==> config.mk <==
export PLATFORM = sky130hd
export DESIGN_NAME = rbwb_sched
export DESIGN_NICKNAME = d
export VERILOG_FILES = /design/src/rtl/rbwb_pkg.sv /design/src/rtl/rbwb_data_ram.sv /design/src/rtl/rbwb_cmpl_queue.sv /design/src/rtl/rbwb_entry_table.sv /design/src/rtl/rbwb_sched.sv
export SDC_FILE = /design/constraint.sdc
export NUM_CORES = 1
export LEC_CHECK = 0
export BUFFER_PORTS_ARGS = -buffer_cell sky130_fd_sc_hd__buf_2
export CAP_MARGIN = 20
export CORE_MARGIN = 2
export CORE_UTILIZATION = 55
export DETAILED_ROUTE_END_ITERATION = 6
export HOLD_SLACK_MARGIN = 0.08
export PLACE_DENSITY = 0.8
export RECOVER_POWER = 25
export SLEW_MARGIN = 20
export SYNTH_ARGS = -nofsm -noshare
export SYNTH_HDL_FRONTEND = slang
export SYNTH_SLANG_ARGS = --single-unit
==> constraint.sdc <==
create_clock -name clk -period 4.3 [get_ports clk]
set_input_delay 0.215 -clock clk [delete_from_list [all_inputs] [get_ports clk]]
set_output_delay 0.215 -clock clk [all_outputs]
set_load 0.01 [all_outputs]
==> src/rtl/rbwb_pkg.sv <==
package rbwb_pkg;
  // life cycle of one rename entry
  typedef enum logic [1:0] {
    ENT_FREE = 2'd0,  // unclaimed
    ENT_SPEC = 2'd1,  // claimed, instruction not yet completed
    ENT_DONE = 2'd2   // completed, waiting for write-back
  } ent_state_e;
endpackage

==> src/rtl/rbwb_data_ram.sv <==
module rbwb_data_ram #(
  parameter int NUM_ENT = 8,
  parameter int DATA_W  = 32,
  parameter int NUM_RD  = 2,
  localparam int TAG_W  = $clog2(NUM_ENT)
) (
  input  logic                          clk,
  input  logic                          we,
  input  logic [TAG_W-1:0]              waddr,
  input  logic [DATA_W-1:0]             wdata,
  input  logic [NUM_RD-1:0][TAG_W-1:0]  raddr,
  output logic [NUM_RD-1:0][DATA_W-1:0] rdata
);
  logic [DATA_W-1:0] mem [NUM_ENT];

  always_ff @(posedge clk) begin
    if (we) mem[waddr] <= wdata;
  end

  // one registered read port per write-back port
  for (genvar p = 0; p < NUM_RD; p++) begin : g_rd
    always_ff @(posedge clk) begin
      rdata[p] <= mem[raddr[p]];
    end
  end
endmodule

==> src/rtl/rbwb_cmpl_queue.sv <==
module rbwb_cmpl_queue #(
  parameter int NUM_ENT = 8,
  parameter int NUM_WB  = 2,
  localparam int TAG_W  = $clog2(NUM_ENT),
  localparam int CW     = TAG_W + 1,
  localparam int PCW    = $clog2(NUM_WB + 1)
) (
  input  logic                         clk,
  input  logic                         rst,
  input  logic                         push,
  input  logic [TAG_W-1:0]             push_tag,
  input  logic [PCW-1:0]               pop_cnt,
  output logic [NUM_WB-1:0][TAG_W-1:0] peek_tag,
  output logic [CW-1:0]                cnt
);
  logic [TAG_W-1:0] slots [NUM_ENT];
  logic [TAG_W-1:0] head, tail;

  always_ff @(posedge clk) begin
    if (push) slots[tail] <= push_tag;
  end

  always_ff @(posedge clk) begin
    if (rst) begin
      head <= '0;
      tail <= '0;
      cnt  <= '0;
    end else begin
      if (push) tail <= tail + TAG_W'(1);
      head <= head + TAG_W'(pop_cnt);
      cnt  <= cnt + CW'(push) - CW'(pop_cnt);
    end
  end

  for (genvar i = 0; i < NUM_WB; i++) begin : g_peek
    assign peek_tag[i] = slots[head + TAG_W'(i)];
  end

  // completion order is kept only if the queue never wraps onto itself
  assert_no_overflow_R5: assert property (@(posedge clk) disable iff (rst)
    push |-> (cnt < CW'(NUM_ENT)) || (pop_cnt != '0));

  // the scheduler never drains more than it holds
  assert_pop_bound_R2: assert property (@(posedge clk) disable iff (rst)
    CW'(pop_cnt) <= cnt);
endmodule

==> src/rtl/rbwb_entry_table.sv <==
module rbwb_entry_table
  import rbwb_pkg::*;
#(
  parameter int NUM_ENT = 8,
  parameter int REG_AW  = 5,
  localparam int TAG_W  = $clog2(NUM_ENT)
) (
  input  logic                          clk,
  input  logic                          rst,
  input  logic                          alloc_vld,
  input  logic [TAG_W-1:0]              alloc_tag,
  input  logic                          res_vld,
  input  logic [TAG_W-1:0]              res_tag,
  input  logic                          cmpl_vld,
  input  logic [TAG_W-1:0]              cmpl_tag,
  input  logic [REG_AW-1:0]             cmpl_dest,
  input  logic                          flush,
  input  logic [NUM_ENT-1:0]            rel_mask,
  output logic [NUM_ENT-1:0]            ready_vec,
  output logic [NUM_ENT-1:0]            kill_mask,
  output logic [NUM_ENT-1:0][REG_AW-1:0] dest_arr
);
  ent_state_e       state [NUM_ENT];
  logic [NUM_ENT-1:0] has_data;

  for (genvar e = 0; e < NUM_ENT; e++) begin : g_ent
    logic hit_alloc, hit_res, hit_cmpl;
    assign hit_alloc = alloc_vld && (alloc_tag == TAG_W'(e));
    assign hit_res   = res_vld   && (res_tag   == TAG_W'(e));
    assign hit_cmpl  = cmpl_vld  && (cmpl_tag  == TAG_W'(e)) && (state[e] == ENT_SPEC);

    // a completion in the flush cycle still counts: that instruction is older
    assign kill_mask[e] = flush && (state[e] == ENT_SPEC) && !hit_cmpl;
    assign ready_vec[e] = (state[e] == ENT_DONE) && has_data[e];

    always_ff @(posedge clk) begin
      if (rst) begin
        state[e]    <= ENT_FREE;
        has_data[e] <= 1'b0;
      end else if (rel_mask[e]) begin
        state[e]    <= ENT_FREE;
        has_data[e] <= 1'b0;
      end else if (hit_alloc) begin
        state[e]    <= ENT_SPEC;
        has_data[e] <= 1'b0;
      end else begin
        if (hit_cmpl)          state[e] <= ENT_DONE;
        else if (kill_mask[e]) state[e] <= ENT_FREE;
        if (hit_res && (state[e] != ENT_FREE) && !kill_mask[e]) has_data[e] <= 1'b1;
      end
    end

    always_ff @(posedge clk) begin
      if (hit_cmpl) dest_arr[e] <= cmpl_dest;
    end

    // only a completed entry that holds its result may be written back
    assert_release_ready_R4: assert property (@(posedge clk) disable iff (rst)
      rel_mask[e] |-> (state[e] == ENT_DONE) && has_data[e]);

    // a flush never removes a completed entry
    assert_flush_keeps_done_R7: assert property (@(posedge clk) disable iff (rst)
      (flush && (state[e] == ENT_DONE) && !rel_mask[e]) |=> (state[e] == ENT_DONE));
  end
endmodule

==> src/rtl/rbwb_sched.sv <==
module rbwb_sched #(
  parameter int NUM_ENT = 8,
  parameter int DATA_W  = 32,
  parameter int REG_AW  = 5,
  parameter int NUM_WB  = 2,
  localparam int TAG_W  = $clog2(NUM_ENT),
  localparam int CW     = TAG_W + 1,
  localparam int PCW    = $clog2(NUM_WB + 1)
) (
  input  logic                          clk,
  input  logic                          rst,
  input  logic                          alloc_vld,
  input  logic [TAG_W-1:0]              alloc_tag,
  input  logic                          res_vld,
  input  logic [TAG_W-1:0]              res_tag,
  input  logic [DATA_W-1:0]             res_data,
  input  logic                          cmpl_vld,
  input  logic [TAG_W-1:0]              cmpl_tag,
  input  logic [REG_AW-1:0]             cmpl_dest,
  input  logic                          flush,
  output logic [NUM_WB-1:0]             wb_vld,
  output logic [NUM_WB-1:0][REG_AW-1:0] wb_addr,
  output logic [NUM_WB-1:0][DATA_W-1:0] wb_data,
  output logic [NUM_ENT-1:0]            free_mask
);
  logic [NUM_WB-1:0][TAG_W-1:0]  peek_tag;
  logic [CW-1:0]                 q_cnt;
  logic [NUM_ENT-1:0]            ready_vec, kill_mask, rel_mask;
  logic [NUM_ENT-1:0][REG_AW-1:0] dest_arr;
  logic [NUM_WB-1:0]             sel;
  logic [PCW-1:0]                pop_cnt;

  rbwb_cmpl_queue #(.NUM_ENT(NUM_ENT), .NUM_WB(NUM_WB)) u_queue (
    .clk(clk), .rst(rst),
    .push(cmpl_vld), .push_tag(cmpl_tag),
    .pop_cnt(pop_cnt), .peek_tag(peek_tag), .cnt(q_cnt)
  );

  rbwb_entry_table #(.NUM_ENT(NUM_ENT), .REG_AW(REG_AW)) u_table (
    .clk(clk), .rst(rst),
    .alloc_vld(alloc_vld), .alloc_tag(alloc_tag),
    .res_vld(res_vld), .res_tag(res_tag),
    .cmpl_vld(cmpl_vld), .cmpl_tag(cmpl_tag), .cmpl_dest(cmpl_dest),
    .flush(flush), .rel_mask(rel_mask),
    .ready_vec(ready_vec), .kill_mask(kill_mask), .dest_arr(dest_arr)
  );

  rbwb_data_ram #(.NUM_ENT(NUM_ENT), .DATA_W(DATA_W), .NUM_RD(NUM_WB)) u_ram (
    .clk(clk), .we(res_vld), .waddr(res_tag), .wdata(res_data),
    .raddr(peek_tag), .rdata(wb_data)
  );

  // in-order drain: a port is used only if every older slot is used too
  for (genvar i = 0; i < NUM_WB; i++) begin : g_sel
    if (i == 0) begin : g_first
      assign sel[i] = (q_cnt > CW'(i)) && ready_vec[peek_tag[i]];
    end else begin : g_next
      assign sel[i] = sel[i-1] && (q_cnt > CW'(i)) && ready_vec[peek_tag[i]];
    end
  end

  always_comb begin
    pop_cnt  = '0;
    rel_mask = '0;
    for (int i = 0; i < NUM_WB; i++) begin
      pop_cnt = pop_cnt + PCW'(sel[i]);
      if (sel[i]) rel_mask[peek_tag[i]] = 1'b1;
    end
  end

  always_ff @(posedge clk) begin
    if (rst) begin
      wb_vld    <= '0;
      free_mask <= '0;
    end else begin
      wb_vld    <= sel;
      free_mask <= rel_mask | kill_mask;
    end
  end

  for (genvar i = 0; i < NUM_WB; i++) begin : g_addr
    always_ff @(posedge clk) begin
      wb_addr[i] <= dest_arr[peek_tag[i]];
    end
    if (i > 0) begin : g_ord
      // higher ports fill only behind lower ones
      assert_port_order_R2: assert property (@(posedge clk) disable iff (rst)
        wb_vld[i] |-> wb_vld[i-1]);
    end
  end

  // every write is accompanied by a released entry
  assert_free_covers_wb_R6: assert property (@(posedge clk) disable iff (rst)
    $countones(free_mask) >= $countones(wb_vld));

  // nothing leaves the block right after reset
  assert_reset_quiet_R1: assert property (@(posedge clk)
    $past(rst) |-> (wb_vld == '0) && (free_mask == '0));
endmodule

==> results_dict.tcl <==
set metrics [dict create \
    placed_area_sq_um 20600 \
    power.share.sequential_pct 35.9 \
    die_area_sq_um 36700 \
    cellPowerDensity_nw_per_um2 655 \
    place.port_buffers 135 \
    synth_warnings 0 \
    min_period_ps 4110 \
    leakage_nw 8.29 \
    overflow 0 \
    yosysUniqueCellTypes 70 \
    violations "design-rule violations" \
    drv_cap 0 \
    ys_seq_elements 438 \
    insertion_delay_ps 580 \
    hold_viol_final 0 \
    grt_setup_unrepaired "no" \
    r2r-start "u_queue.head[0]" \
    seq_area_frac_synth_pct 62.7 \
    finClkSkew_ps 37.1 \
    path_max_fanout 16 \
    worstPathRequired_ps 4710 \
    yosysTopAreaCellShare_pct 52.2 \
    cts_root_buf "clkbuf_16" \
    floorplan.die.height_um 192 \
    core_sq_um 34500 \
    rows 68 \
    routedWlPerCell_um 24.8 \
    clkSinkCount 438 \
    wl_um 56900 \
    drv_slew 0 \
    stdcell_area_sq_um 22500 \
    p_sw_share_pct 37.4 \
    drive_gt1_share_pct 17.2 \
    vias_per_cell 6.55 \
    area_growth_pct 16.5 \
    fmax_ghz 0.243 \
    dp_hpwl_um 33700 \
    grt_pass1_vias 14700 \
    clkPwrFrac_pct 25.6 \
    post-route-drc-count 1 \
    cts-htree-levels 2 \
    status "finished, violations left" \
    worst_pin_slew_ps 1120 \
    first_pass_iters 7 \
    power.total_w 0.0147 \
    synthCells 1623 \
    postRouteAntennaNets 0 \
    finalSetupViolCount 0 \
    cp-end-kind "flop" \
    ys_top_cells_by_area "edfxtp_1 (52%), dfxtp_1 (11%), nand2_1 (6.9%)" \
    post-route-period-util_pct 95.6 \
    start_kind "flop" \
    fin_cells 2294 \
    placed_cells 2160 \
    ys_async_sr_fraction_pct 0 \
    grt_max_degree 72 \
    power.switching_w 0.00551 \
    io_pins 136 \
    nets 1867 \
    clkTransAtPathRegs_ps 60 \
    drt_iter0_drc 2175 \
    synth.avg_cell_area_sq_um 11.9 \
    tns_ps 0 \
    start_util_pct 56.0 \
    syn_area_sq_um 19300 \
    grt_usage_pct 30.8 \
    critPathKind "reg2reg" \
    hold_class "in2reg" \
    cts_buffers 44 \
    gp_congestion 0.904 \
    synth_edf_count 336 \
    grt_first_pass_wirelength_um 84700 \
    max-clock-path-buffers 3 \
    diodes 0 \
    die_w_um 192 \
    crit_path_start "u_queue.head[0]" \
    internal-power_w 0.00923 \
    critPathArrivalTime_ps 4520 \
    slew_headroom_pct 25.1 \
    yosysTopAreaCell "edfxtp_1" \
    antenna_found_initial 0 \
    synth_nets 1687 \
    comb_power_share_pct 38.5 \
    irDropWorstVdd_mv 0.446 \
    via_count 15000 \
    synthFlopType "edfxtp_1" \
    cts_tree "done" \
    worstHoldStart "alloc_tag[2]" \
]
-- critical path, stage by stage, from the launching register on --
cell       delay, ps
dfxtp_1          370
ha_4             330
buf_12           160
mux2_2           330
mux4_2           550
mux2_2           320
a21oi_1          140
o2111ai_1        170
nor2_1           140
ha_1             250
ha_1             280
inv_1             50
ha_1             150
inv_1             70
fa_1             430
xor2_1           140
nor2_1            60
-- repair_timing --
action	4_1_cts	5_1_grt
buffers inserted	0	6
hold buffers	43	0
hold endpoints to repair	324	0
endpoints found under the setup margin	0	3
resized for setup	0	2
-- power by group through the flow --
| stage | clock network (W) | registers [W] | logic, W |
|---|---|---|---|
| final | 0.00377 | 0.00530 | 0.00567 |
| after global routing | 0.00394 | 0.00534 | 0.00598 |
| after CTS | 0.00378 | 0.00529 | 0.00544 |
| after detailed placement | 0 | 0.00537 | 0.00534 |
| after global placement | 0 | 0.00536 | 0.00521 |
| after floorplan | 0 | 0.00551 | 0.00328 |
-- layer usage --
metal | GRT usage [%] | vias to the layer above | routed length, um
met5 | 0 | - | 0
met2 | 49.9 | 1189 | 27100
met4 | 16.2 | 0 | 2650
met1 | 38.4 | 7163 | 19900
met3 | 7.34 | 219 | 7260
li1 | - | 6463 | -
-- path summary, 6_finish.rpt --
path / end / slack (ps) / depth (start not counted)
hold reg to reg: wb_addr[7] / 510 / 2
hold / removal: u_table.has_data[6] / 90 / 3
setup / recovery: u_queue.cnt[2] / 190 / 16
setup reg to reg: u_queue.cnt[2] / 190 / 16
-- synthesized netlist by cell type (8+ instances only) --
| library cell | number |
|---|---|
| nor2_1 | 51 |
| inv_1 | 22 |
| nand2b_1 | 8 |
| nand3_1 | 57 |
| o2bb2ai_1 | 13 |
| a21o_1 | 10 |
| o22ai_1 | 14 |
| nand2_1 | 358 |
| mux2_2 | 17 |
| a221o_1 | 13 |
| o21ai_0 | 53 |
| clkbuf_1 | 40 |
| a221oi_1 | 8 |
| a31oi_1 | 8 |
| a21oi_1 | 112 |
| buf_1 | 12 |
| a22oi_1 | 53 |
| a32oi_1 | 11 |
| nor3_1 | 15 |
| o211ai_1 | 19 |
| o31ai_2 | 8 |
| edfxtp_1 | 336 |
| ha_1 | 10 |
| mux2i_1 | 54 |
| mux4_2 | 21 |
| o221ai_1 | 14 |
| buf_2 | 42 |
| a211oi_1 | 31 |
| nor2b_1 | 21 |
| dfxtp_1 | 102 |
-- cell families after synthesis --
logic type | Yosys count | share of synthesized area, %
flops | 438 | 62.7
mux | 96 | 6.53
buf+inv | 129 | 3.21
compound gates | 403 | 14.3
xor+xnor | 7 | 0.414
fa+ha+maj | 12 | 0.854
simple gates | 538 | 11.9
-- cell type report --
type | count | area (sq um)
clock inverter | 13 | 109
tap | 455 | 569
clock buffer | 69 | 1340
inverter | 22 | 82.6
multi-input combinational | 1056 | 6700
timing repair buffer | 241 | 1600
sequential | 438 | 12100
fill | 2497 | 12000
-- layout by cell type (no fill, tap or decap), types with 7 or more instances in the layout --
cell / count
clkbuf_1: 41
clkinv_2: 7
o21ai_0: 51
a21o_1: 10
nand3_1: 57
a31oi_1: 8
mux2i_1: 52
a22oi_1: 53
clkbuf_16: 46
o211ai_1: 19
mux4_2: 20
dfxtp_1: 102
clkbuf_8: 12
a21oi_1: 112
a221oi_1: 8
inv_1: 22
buf_4: 59
a221o_1: 13
dlygate4sd3_1: 43
mux2_2: 16
nand3b_1: 7
nor3_1: 12
nor2_1: 44
a211oi_1: 31
buf_2: 106
nand2b_1: 8
a32oi_1: 11
o2bb2ai_1: 13
nand2_1: 358
edfxtp_1: 336
o22ai_1: 14
o221ai_1: 14
o31ai_2: 8
ha_1: 9
nor2b_1: 21
-- registers in the layout (all words and copies together) (netlist names) --
register,count
u_queue.head,3
u_table.dest_arr,40
u_queue.cnt,4
u_table.state,16
u_ram.mem,256
u_table.has_data,8
free_mask,8
u_ram.rdata,64
u_queue.tail,3
wb_addr,10
u_queue.slots,24
wb_vld,2
-- metrics by stage --
| step | utilization [%] | hold WS [ps] | setup slack [ps] |
|---|---|---|---|
| 6_report | 65.2 | 94.7 | 190 |
| 4_1_cts | 65.0 | 81.6 | 65.1 |
| 5_1_grt | 65.2 | 103 | 32.9 |
| 3_3_place_gp | 59.5 | 475 | 213 |
| 3_5_place_dp | 59.5 | 486 | 110 |
| 2_1_floorplan | - | 314 | 191 |
Note: power is estimated with default switching activity, not from simulation.
